==> config.mk <==
export PLATFORM = sky130hd
export DESIGN_NAME = listen_profiler
export DESIGN_NICKNAME = d
export VERILOG_FILES = /design/src/rtl/lp_pkg.sv /design/src/rtl/lp_event_counter.sv /design/src/rtl/lp_serial_divider.sv /design/src/rtl/lp_control.sv /design/src/rtl/lp_datapath.sv /design/src/rtl/listen_profiler.sv
export SDC_FILE = /design/constraint.sdc
export NUM_CORES = 1
export LEC_CHECK = 0
export BUFFER_PORTS_ARGS = -buffer_cell sky130_fd_sc_hd__buf_2
export CAP_MARGIN = 5
export CELL_PAD_IN_SITES_DETAIL_PLACEMENT = 1
export CELL_PAD_IN_SITES_GLOBAL_PLACEMENT = 2
export CORE_MARGIN = 3
export CORE_UTILIZATION = 39
export DETAILED_ROUTE_END_ITERATION = 16
export PLACE_DENSITY = 0.83
export SYNTH_ARGS = -nofsm -noshare
export SYNTH_HDL_FRONTEND = slang
export SYNTH_SLANG_ARGS = --single-unit
==> constraint.sdc <==
create_clock -name clk -period 5.59 [get_ports clk]
set_input_delay 1.118 -clock clk [delete_from_list [all_inputs] [get_ports clk]]
set_output_delay 1.118 -clock clk [all_outputs]
set_load 0.05 [all_outputs]
==> src/rtl/lp_pkg.sv <==
package lp_pkg;
  localparam int NSRC     = 4;
  localparam int SRC_CYC  = 0;
  localparam int SRC_BUSY = 1;
  localparam int SRC_TX   = 2;
  localparam int SRC_RX   = 3;
  localparam int PCT_W    = 7;

  typedef enum logic [1:0] {
    OP_LISTEN = 2'd0,
    OP_TX     = 2'd1,
    OP_RX     = 2'd2,
    OP_BUSY   = 2'd3
  } opSel_t;

  typedef struct packed {
    logic   freeze;
    logic   capture;
    logic   clear;
    logic   divStart;
    logic   loadRes;
    logic   finish;
    opSel_t opSel;
  } ctlStrobe_t;
endpackage

==> src/rtl/lp_event_counter.sv <==
module lp_event_counter #(
  parameter int CNT_W  = 32,
  parameter int PEND_W = 2
) (
  input  logic             clk,
  input  logic             rst_n,
  input  logic             ev,
  input  logic             freeze,
  input  logic             clear,
  output logic [CNT_W-1:0] cnt
);
  localparam logic [PEND_W-1:0] PEND_MAX = {PEND_W{1'b1}};

  logic [PEND_W-1:0] pend;

  always_ff @(posedge clk or negedge rst_n) begin
    if (!rst_n) begin
      cnt  <= '0;
      pend <= '0;
    end else if (freeze) begin
      pend <= pend + PEND_W'(ev);
      if (clear) cnt <= '0;
    end else begin
      cnt  <= cnt + CNT_W'(ev) + CNT_W'(pend);
      pend <= '0;
    end
  end


  frozen_hold_chk: assert property (@(posedge clk) disable iff (!rst_n)
    (freeze && !clear) |=> $stable(cnt));

  clear_zero_chk: assert property (@(posedge clk) disable iff (!rst_n)
    clear |=> (cnt == '0));

  pend_room_chk: assert property (@(posedge clk) disable iff (!rst_n)
    freeze |-> (pend != PEND_MAX));
endmodule

==> src/rtl/lp_serial_divider.sv <==
module lp_serial_divider #(
  parameter int NUM_W = 39,
  parameter int DEN_W = 32
) (
  input  logic             clk,
  input  logic             rst_n,
  input  logic             start,
  input  logic [NUM_W-1:0] numer,
  input  logic [DEN_W-1:0] denom,
  output logic [NUM_W-1:0] quo,
  output logic             done
);
  localparam int STEP_W = $clog2(NUM_W + 1);

  logic [DEN_W-1:0]  remR;
  logic [DEN_W-1:0]  denR;
  logic [STEP_W-1:0] stepCnt;
  logic              busy;
  logic [DEN_W:0]    shifted;
  logic              fits;

  assign shifted = {remR, quo[NUM_W-1]};
  assign fits    = shifted >= {1'b0, denR};

  always_ff @(posedge clk or negedge rst_n) begin
    if (!rst_n) begin
      quo     <= '0;
      remR    <= '0;
      denR    <= '0;
      stepCnt <= '0;
      busy    <= 1'b0;
      done    <= 1'b0;
    end else if (start) begin
      quo     <= numer;
      remR    <= '0;
      denR    <= denom;
      stepCnt <= STEP_W'(NUM_W);
      busy    <= 1'b1;
      done    <= 1'b0;
    end else if (busy) begin
      quo  <= {quo[NUM_W-2:0], fits};
      remR <= fits ? (shifted[DEN_W-1:0] - denR) : shifted[DEN_W-1:0];
      stepCnt <= stepCnt - 1'b1;
      if (stepCnt == STEP_W'(1)) begin
        busy <= 1'b0;
        done <= 1'b1;
      end
    end else begin
      done <= 1'b0;
    end
  end


  div_busy_chk: assert property (@(posedge clk) disable iff (!rst_n)
    start |=> busy);

  div_done_pulse_chk: assert property (@(posedge clk) disable iff (!rst_n)
    done |=> !done);
endmodule

==> src/rtl/lp_control.sv <==
module lp_control
  import lp_pkg::*;
(
  input  logic       clk,
  input  logic       rst_n,
  input  logic       sampleReq,
  input  logic       zeroCase,
  input  logic       divDone,
  output ctlStrobe_t ctl
);
  typedef enum logic [2:0] {
    sIdle, sFreeze, sCapture, sClear, sIssue, sWait, sFinish
  } state_t;

  state_t state, nextState;
  opSel_t opR, nextOp;

  always_comb begin
    ctl       = '0;
    ctl.opSel = opR;
    nextState = state;
    nextOp    = opR;
    ctl.freeze = (state == sFreeze) || (state == sCapture) || (state == sClear);
    unique case (state)
      sIdle:    if (sampleReq) nextState = sFreeze;
      sFreeze:  nextState = sCapture;
      sCapture: begin
        ctl.capture = 1'b1;
        nextState   = sClear;
      end
      sClear: begin
        ctl.clear = 1'b1;
        nextOp    = OP_LISTEN;
        nextState = sIssue;
      end
      sIssue, sWait: begin
        if ((state == sIssue && zeroCase) || (state == sWait && divDone)) begin
          ctl.loadRes = 1'b1;
          if (opR == OP_BUSY) nextState = sFinish;
          else begin
            nextOp    = opSel_t'(opR + 2'd1);
            nextState = sIssue;
          end
        end else if (state == sIssue) begin
          ctl.divStart = 1'b1;
          nextState    = sWait;
        end
      end
      sFinish: begin
        ctl.finish = 1'b1;
        nextState  = sIdle;
      end
      default: nextState = sIdle;
    endcase
  end

  always_ff @(posedge clk or negedge rst_n) begin
    if (!rst_n) begin
      state <= sIdle;
      opR   <= OP_LISTEN;
    end else begin
      state <= nextState;
      opR   <= nextOp;
    end
  end


  busy_req_ignored_chk: assert property (@(posedge clk) disable iff (!rst_n)
    (state != sIdle) |=> (state != sFreeze));
endmodule

==> src/rtl/lp_datapath.sv <==
module lp_datapath
  import lp_pkg::*;
#(
  parameter int CNT_W     = 32,
  parameter int TOT_W     = 32,
  parameter int MS_CYCLES = 44000
) (
  input  logic             clk,
  input  logic             rst_n,
  input  logic             busyEv,
  input  logic             txEv,
  input  logic             rxEv,
  input  logic             periodRestart,
  input  ctlStrobe_t       ctl,
  output logic             zeroCase,
  output logic             divDone,
  output logic [CNT_W-1:0] snapCycles,
  output logic [CNT_W-1:0] snapBusy,
  output logic [CNT_W-1:0] snapTx,
  output logic [CNT_W-1:0] snapRx,
  output logic [CNT_W-1:0] listenMs,
  output logic             listenValid,
  output logic [TOT_W-1:0] listenTotal,
  output logic [TOT_W-1:0] lastListenTotal,
  output logic [PCT_W-1:0] txPct,
  output logic [PCT_W-1:0] rxPct,
  output logic [PCT_W-1:0] busyPct
);
  localparam int NUM_W = CNT_W + 7;
  localparam int DEN_W = CNT_W;

  logic [NSRC-1:0]  evVec;
  logic [CNT_W-1:0] live [NSRC];
  logic [CNT_W-1:0] snap [NSRC];

  assign evVec = {rxEv, txEv, busyEv, 1'b1};

  for (genvar g = 0; g < NSRC; g++) begin : g_src
    lp_event_counter #(.CNT_W(CNT_W)) i_cnt (
      .clk   (clk),
      .rst_n (rst_n),
      .ev    (evVec[g]),
      .freeze(ctl.freeze),
      .clear (ctl.clear),
      .cnt   (live[g])
    );

    always_ff @(posedge clk or negedge rst_n) begin
      if (!rst_n)          snap[g] <= '0;
      else if (ctl.capture) snap[g] <= live[g];
    end
  end

  logic signed [CNT_W+1:0] idleDiff;
  logic [CNT_W-1:0]        pctSrc;
  logic [NUM_W-1:0]        numer;
  logic [DEN_W-1:0]        denom;
  logic [NUM_W-1:0]        quo;
  logic [NUM_W-1:0]        resVal;

  assign idleDiff = $signed({2'b00, snap[SRC_CYC]}) - $signed({2'b00, snap[SRC_RX]})
                  - $signed({2'b00, snap[SRC_TX]});

  always_comb begin
    unique case (ctl.opSel)
      OP_TX:   pctSrc = snap[SRC_TX];
      OP_RX:   pctSrc = snap[SRC_RX];
      default: pctSrc = snap[SRC_BUSY];
    endcase
    if (ctl.opSel == OP_LISTEN) begin
      numer    = NUM_W'(idleDiff[CNT_W-1:0]);
      denom    = DEN_W'(MS_CYCLES);
      zeroCase = (snap[SRC_CYC] == '0) || idleDiff[CNT_W+1];
    end else begin
      numer    = NUM_W'(pctSrc) * NUM_W'(100);
      denom    = snap[SRC_CYC];
      zeroCase = (snap[SRC_CYC] == '0);
    end
  end

  lp_serial_divider #(.NUM_W(NUM_W), .DEN_W(DEN_W)) i_div (
    .clk  (clk),
    .rst_n(rst_n),
    .start(ctl.divStart),
    .numer(numer),
    .denom(denom),
    .quo  (quo),
    .done (divDone)
  );

  assign resVal = zeroCase ? '0 : quo;

  always_ff @(posedge clk or negedge rst_n) begin
    if (!rst_n) begin
      listenMs        <= '0;
      txPct           <= '0;
      rxPct           <= '0;
      busyPct         <= '0;
      listenValid     <= 1'b0;
      listenTotal     <= '0;
      lastListenTotal <= '0;
    end else begin
      listenValid <= ctl.finish;
      if (ctl.loadRes) begin
        unique case (ctl.opSel)
          OP_LISTEN: listenMs <= resVal[CNT_W-1:0];
          OP_TX:     txPct    <= resVal[PCT_W-1:0];
          OP_RX:     rxPct    <= resVal[PCT_W-1:0];
          default:   busyPct  <= resVal[PCT_W-1:0];
        endcase
      end
      if (periodRestart) begin
        lastListenTotal <= listenTotal;
        listenTotal     <= ctl.finish ? TOT_W'(listenMs) : '0;
      end else if (ctl.finish) begin
        listenTotal <= listenTotal + TOT_W'(listenMs);
      end
    end
  end

  assign snapCycles = snap[SRC_CYC];
  assign snapBusy   = snap[SRC_BUSY];
  assign snapTx     = snap[SRC_TX];
  assign snapRx     = snap[SRC_RX];


  clamp_zero_chk: assert property (@(posedge clk) disable iff (!rst_n)
    (ctl.loadRes && ctl.opSel == OP_LISTEN && zeroCase) |=> (listenMs == '0));

  pct_range_chk: assert property (@(posedge clk) disable iff (!rst_n)
    (txPct <= PCT_W'(100)) && (rxPct <= PCT_W'(100)) && (busyPct <= PCT_W'(100)));

  valid_pulse_chk: assert property (@(posedge clk) disable iff (!rst_n)
    listenValid |=> !listenValid);

  restart_clear_chk: assert property (@(posedge clk) disable iff (!rst_n)
    (periodRestart && !ctl.finish) |=> (listenTotal == '0));
endmodule

==> src/rtl/listen_profiler.sv <==
module listen_profiler
  import lp_pkg::*;
#(
  parameter int CNT_W     = 32,
  parameter int TOT_W     = 32,
  parameter int MS_CYCLES = 44000
) (
  input  logic             clk,
  input  logic             rst_n,
  input  logic             busyEv,
  input  logic             txEv,
  input  logic             rxEv,
  input  logic             sampleReq,
  input  logic             periodRestart,
  output logic [CNT_W-1:0] snapCycles,
  output logic [CNT_W-1:0] snapBusy,
  output logic [CNT_W-1:0] snapTx,
  output logic [CNT_W-1:0] snapRx,
  output logic [CNT_W-1:0] listenMs,
  output logic             listenValid,
  output logic [TOT_W-1:0] listenTotal,
  output logic [TOT_W-1:0] lastListenTotal,
  output logic [6:0]       txPct,
  output logic [6:0]       rxPct,
  output logic [6:0]       busyPct
);
  ctlStrobe_t ctl;
  logic       zeroCase;
  logic       divDone;

  lp_control i_ctl (
    .clk      (clk),
    .rst_n    (rst_n),
    .sampleReq(sampleReq),
    .zeroCase (zeroCase),
    .divDone  (divDone),
    .ctl      (ctl)
  );

  lp_datapath #(.CNT_W(CNT_W), .TOT_W(TOT_W), .MS_CYCLES(MS_CYCLES)) i_dp (
    .clk            (clk),
    .rst_n          (rst_n),
    .busyEv         (busyEv),
    .txEv           (txEv),
    .rxEv           (rxEv),
    .periodRestart  (periodRestart),
    .ctl            (ctl),
    .zeroCase       (zeroCase),
    .divDone        (divDone),
    .snapCycles     (snapCycles),
    .snapBusy       (snapBusy),
    .snapTx         (snapTx),
    .snapRx         (snapRx),
    .listenMs       (listenMs),
    .listenValid    (listenValid),
    .listenTotal    (listenTotal),
    .lastListenTotal(lastListenTotal),
    .txPct          (txPct),
    .rxPct          (rxPct),
    .busyPct        (busyPct)
  );
endmodule

==> run metrics <==
status finished, final reports clean; hold crit path type register to register; share of layout cells above drive strength 1 18.7%; Netlist cell types 76; final setup fails 0; Critical Path RT 6140 ps; Tot Pwr 28.0 mW; CP Launch Type register; Synth Instances 3,384; clock transition at the registers of the reported paths 60 ps; crit path capture type register; H-Tree Depth 2; ranking of synthesized cells by area dfrtp_1 (40%), ha_1 (9.6%), o21ai_0 (4.0%); drt pass-1 iters 5; area grow syn2layout 18.0%; R2R setup slack 170 ps; minimum clock period 5420 ps; Worst-Skew Late Latency 660 ps; initial core utilization 39.6%; vias 27,000; synth cell count leaders dfrtp_1 (498), nor2_1 (284), inv_1 (280); P per Cell Area 754 nW/um^2; XOR/XNOR share of the synthesized area 5.35%; DRC 0; Antenna diodes 0; worst hold margin 480 ps; post-synthesis adder-cell area fraction 12.0%; TNS Setup 0 ps; final core occ 46.7%; post-synthesis mux area share 5.87%; post-synthesis compound-gate area fraction 18.5%; EDFF count, synth 0; Yosys reg bits 498; simple-gate share of the synthesized area 13.3%; Tightest Pin Transition 1010 ps; core area 79,400 um^2; Mapped Area 31,400 um^2; most area-hungry cell type in the Yosys netlist dfrtp_1; routability cong. 0.894; Tcrit/Tclk final 97.0%; largest net degree at the start of global routing 133; WP data arrival 5970 ps; Synth warnings 0; most frequent cell after synthesis dfrtp_1; top cell type's share of synthesized area 39.7%; FP Rows 103; CP max FO 20; Max Freq 0.184 GHz; Slew Viols, Final 0; IO Count 253; Fin. Hold Viols 0; initial antenna violation count 0; largest family of logic cells by synthesized area compound AO/OA/AOI/OAI gates; input/output buffers 252; vias per cell 5.62; post-route antenna net violation count 0; hold path depth 1; initial DRC count 1,382; first-pass GRT wire length 166 mm; main flop type after synthesis dfrtp_1; CTS buffer count 58; leakage 18.1 nW; R2R depth 26; Max Cap Viol 0; Slew HR 32.7%; syn nets 3,670; VDD IR max 0.000412 V; CTS tree built; die area 84,000 um^2; CTS root buffer clkbuf_16; Die H 290 um; Clock Path Buffers 3; GRT Total Usage 25.6%; DR WL/cell 22.8 um; CTS sink cnt 498; grt total ovfl 0; WL final 109 mm; hpwl dp 83.3 mm; sequential area share after synthesis 39.7%; die width 290 um; Nets 3,996; CP Class register to register; Avg Cell Area, Syn 9.28 um^2; Post-synth ARST share 100%; vias in the first global route 27,400; Setup Skew 46.4 ps
per-stage QoR:
step | worst slack, ps | cell area [um^2] | cells
final | 166 | 37100 | 4807
after floorplan | 226 | 31400 | 3384
after detailed placement | 5.70 | 34700 | 4690
after global routing | -55.0 | 37100 | 4807
after global placement | 89.5 | 34700 | 4690
after CTS | 2.73 | 36700 | 4799
sequential cells by signal (all words and copies together), names as in the netlist:
register / flops
i_dp.snapTx: 32
i_dp.txPct: 7
i_dp.rxPct: 7
i_dp.listenMs: 32
i_dp.g_src.i_cnt.pend: 8
i_dp.snapRx: 32
i_dp.busyPct: 7
i_dp.lastListenTotal: 32
i_dp.g_src.i_cnt.cnt: 128
i_dp.i_div.denR: 32
i_dp.i_div.quo: 39
i_dp.i_div.done: 1
i_ctl.opR: 2
i_dp.i_div.stepCnt: 6
i_ctl.state: 3
i_dp.snapCycles: 32
i_dp.listenTotal: 32
i_dp.i_div.remR: 32
i_dp.listenValid: 1
i_dp.snapBusy: 32
i_dp.i_div.busy: 1
worst max-delay path, stage by stage, from the launching register on:
cell	delay, ps
dfrtp_1	400
inv_1	90
ha_2	200
fa_2	230
nand2b_4	130
a211oi_1	90
o21ba_2	250
a311o_1	370
a221o_1	400
and2_4	190
o21a_1	170
o21ai_1	120
nand2b_1	90
a21oi_2	160
xnor2_1	90
ha_1	370
and2_4	160
nor2b_4	150
a21oi_1	90
a31oi_2	230
a221oi_2	120
o21ai_2	200
nand3b_4	140
or2_4	310
buf_12	160
or3_1	310
o21ai_1	80
what timing repair did:
| item | 4_1_cts | 5_1_grt |
|---|---|---|
| endpoints found under the setup margin | 40 | 166 |
| setup buffers | 2 | 6 |
| hold endpoints to repair | 0 | 0 |
| pin swaps | 2 | 15 |
| cloned | 0 | 3 |
| gates resized for setup | 5 | 48 |
| hold buffers | 0 | 0 |
placed cells by master, fill, tap and decap left out, types with 44 or more instances in the layout:
cell       Yosys  final
buf_4          3    146
a22o_1        58     58
inv_1        280    280
a211oi_1      61     50
nand2_1      243    243
nor3_1        45     44
a21o_1        60     60
mux2_2        97     97
buf_2         15    250
mux2i_1       75     75
xnor2_1       92     90
ha_1         241    238
dfrtp_1      498    497
clkbuf_16      0     61
nor2_1       284    281
a21oi_1      210    196
nand3_1      125    125
o21ai_0      251    247
xor2_1       100    100
cells by family after synthesis:
kind of cell	Yosys count
AOI/OAI and AO/OA	913
xor gates and xnor gates	192
adders and majority gates	279
buffers and inverters	427
DFF	498
muxes	172
and+or+nand+nor	903
metal layers:
layer,global-route usage [%],wire (um)
met5,0,0
met4,8.14,3640
met3,3.11,4860
met1,36.3,51200
met2,40.6,49700
power by group:
part / switching [mW] / internal [mW] / total (mW) / leakage (nW)
combinational: 11.7 / 7.59 / 19.3 / 10.4
sequential: 0.596 / 4.15 / 4.75 / 6.70
clock: 1.63 / 2.31 / 3.94 / 0.964
area by class of cell:
cell class / count / area [um^2]
repair buffers: 413 / 2690
flip-flops and latches: 498 / 12500
multi-input cells: 2459 / 17600
well taps: 1050 / 1310
fillers: 9229 / 42300
clock inverters: 28 / 352
clock buffers: 79 / 1620
inverters: 280 / 1050
path summary, 6_finish.rpt:
kind / start / to
setup / recovery: i_dp.snapCycles[0] / i_dp.i_div.quo[1]
hold / removal: i_dp.g_src[0].i_cnt.pend[0] / i_dp.g_src[0].i_cnt.pend[0]
setup reg to reg: i_dp.snapCycles[0] / i_dp.i_div.quo[1]
hold reg to reg: i_dp.g_src[0].i_cnt.pend[0] / i_dp.g_src[0].i_cnt.pend[0]
max in group asynchronous: rst_n / i_dp.listenTotal[21]
min in group asynchronous: rst_n / i_dp.i_div.remR[19]
(Power assumes the default switching activity.)
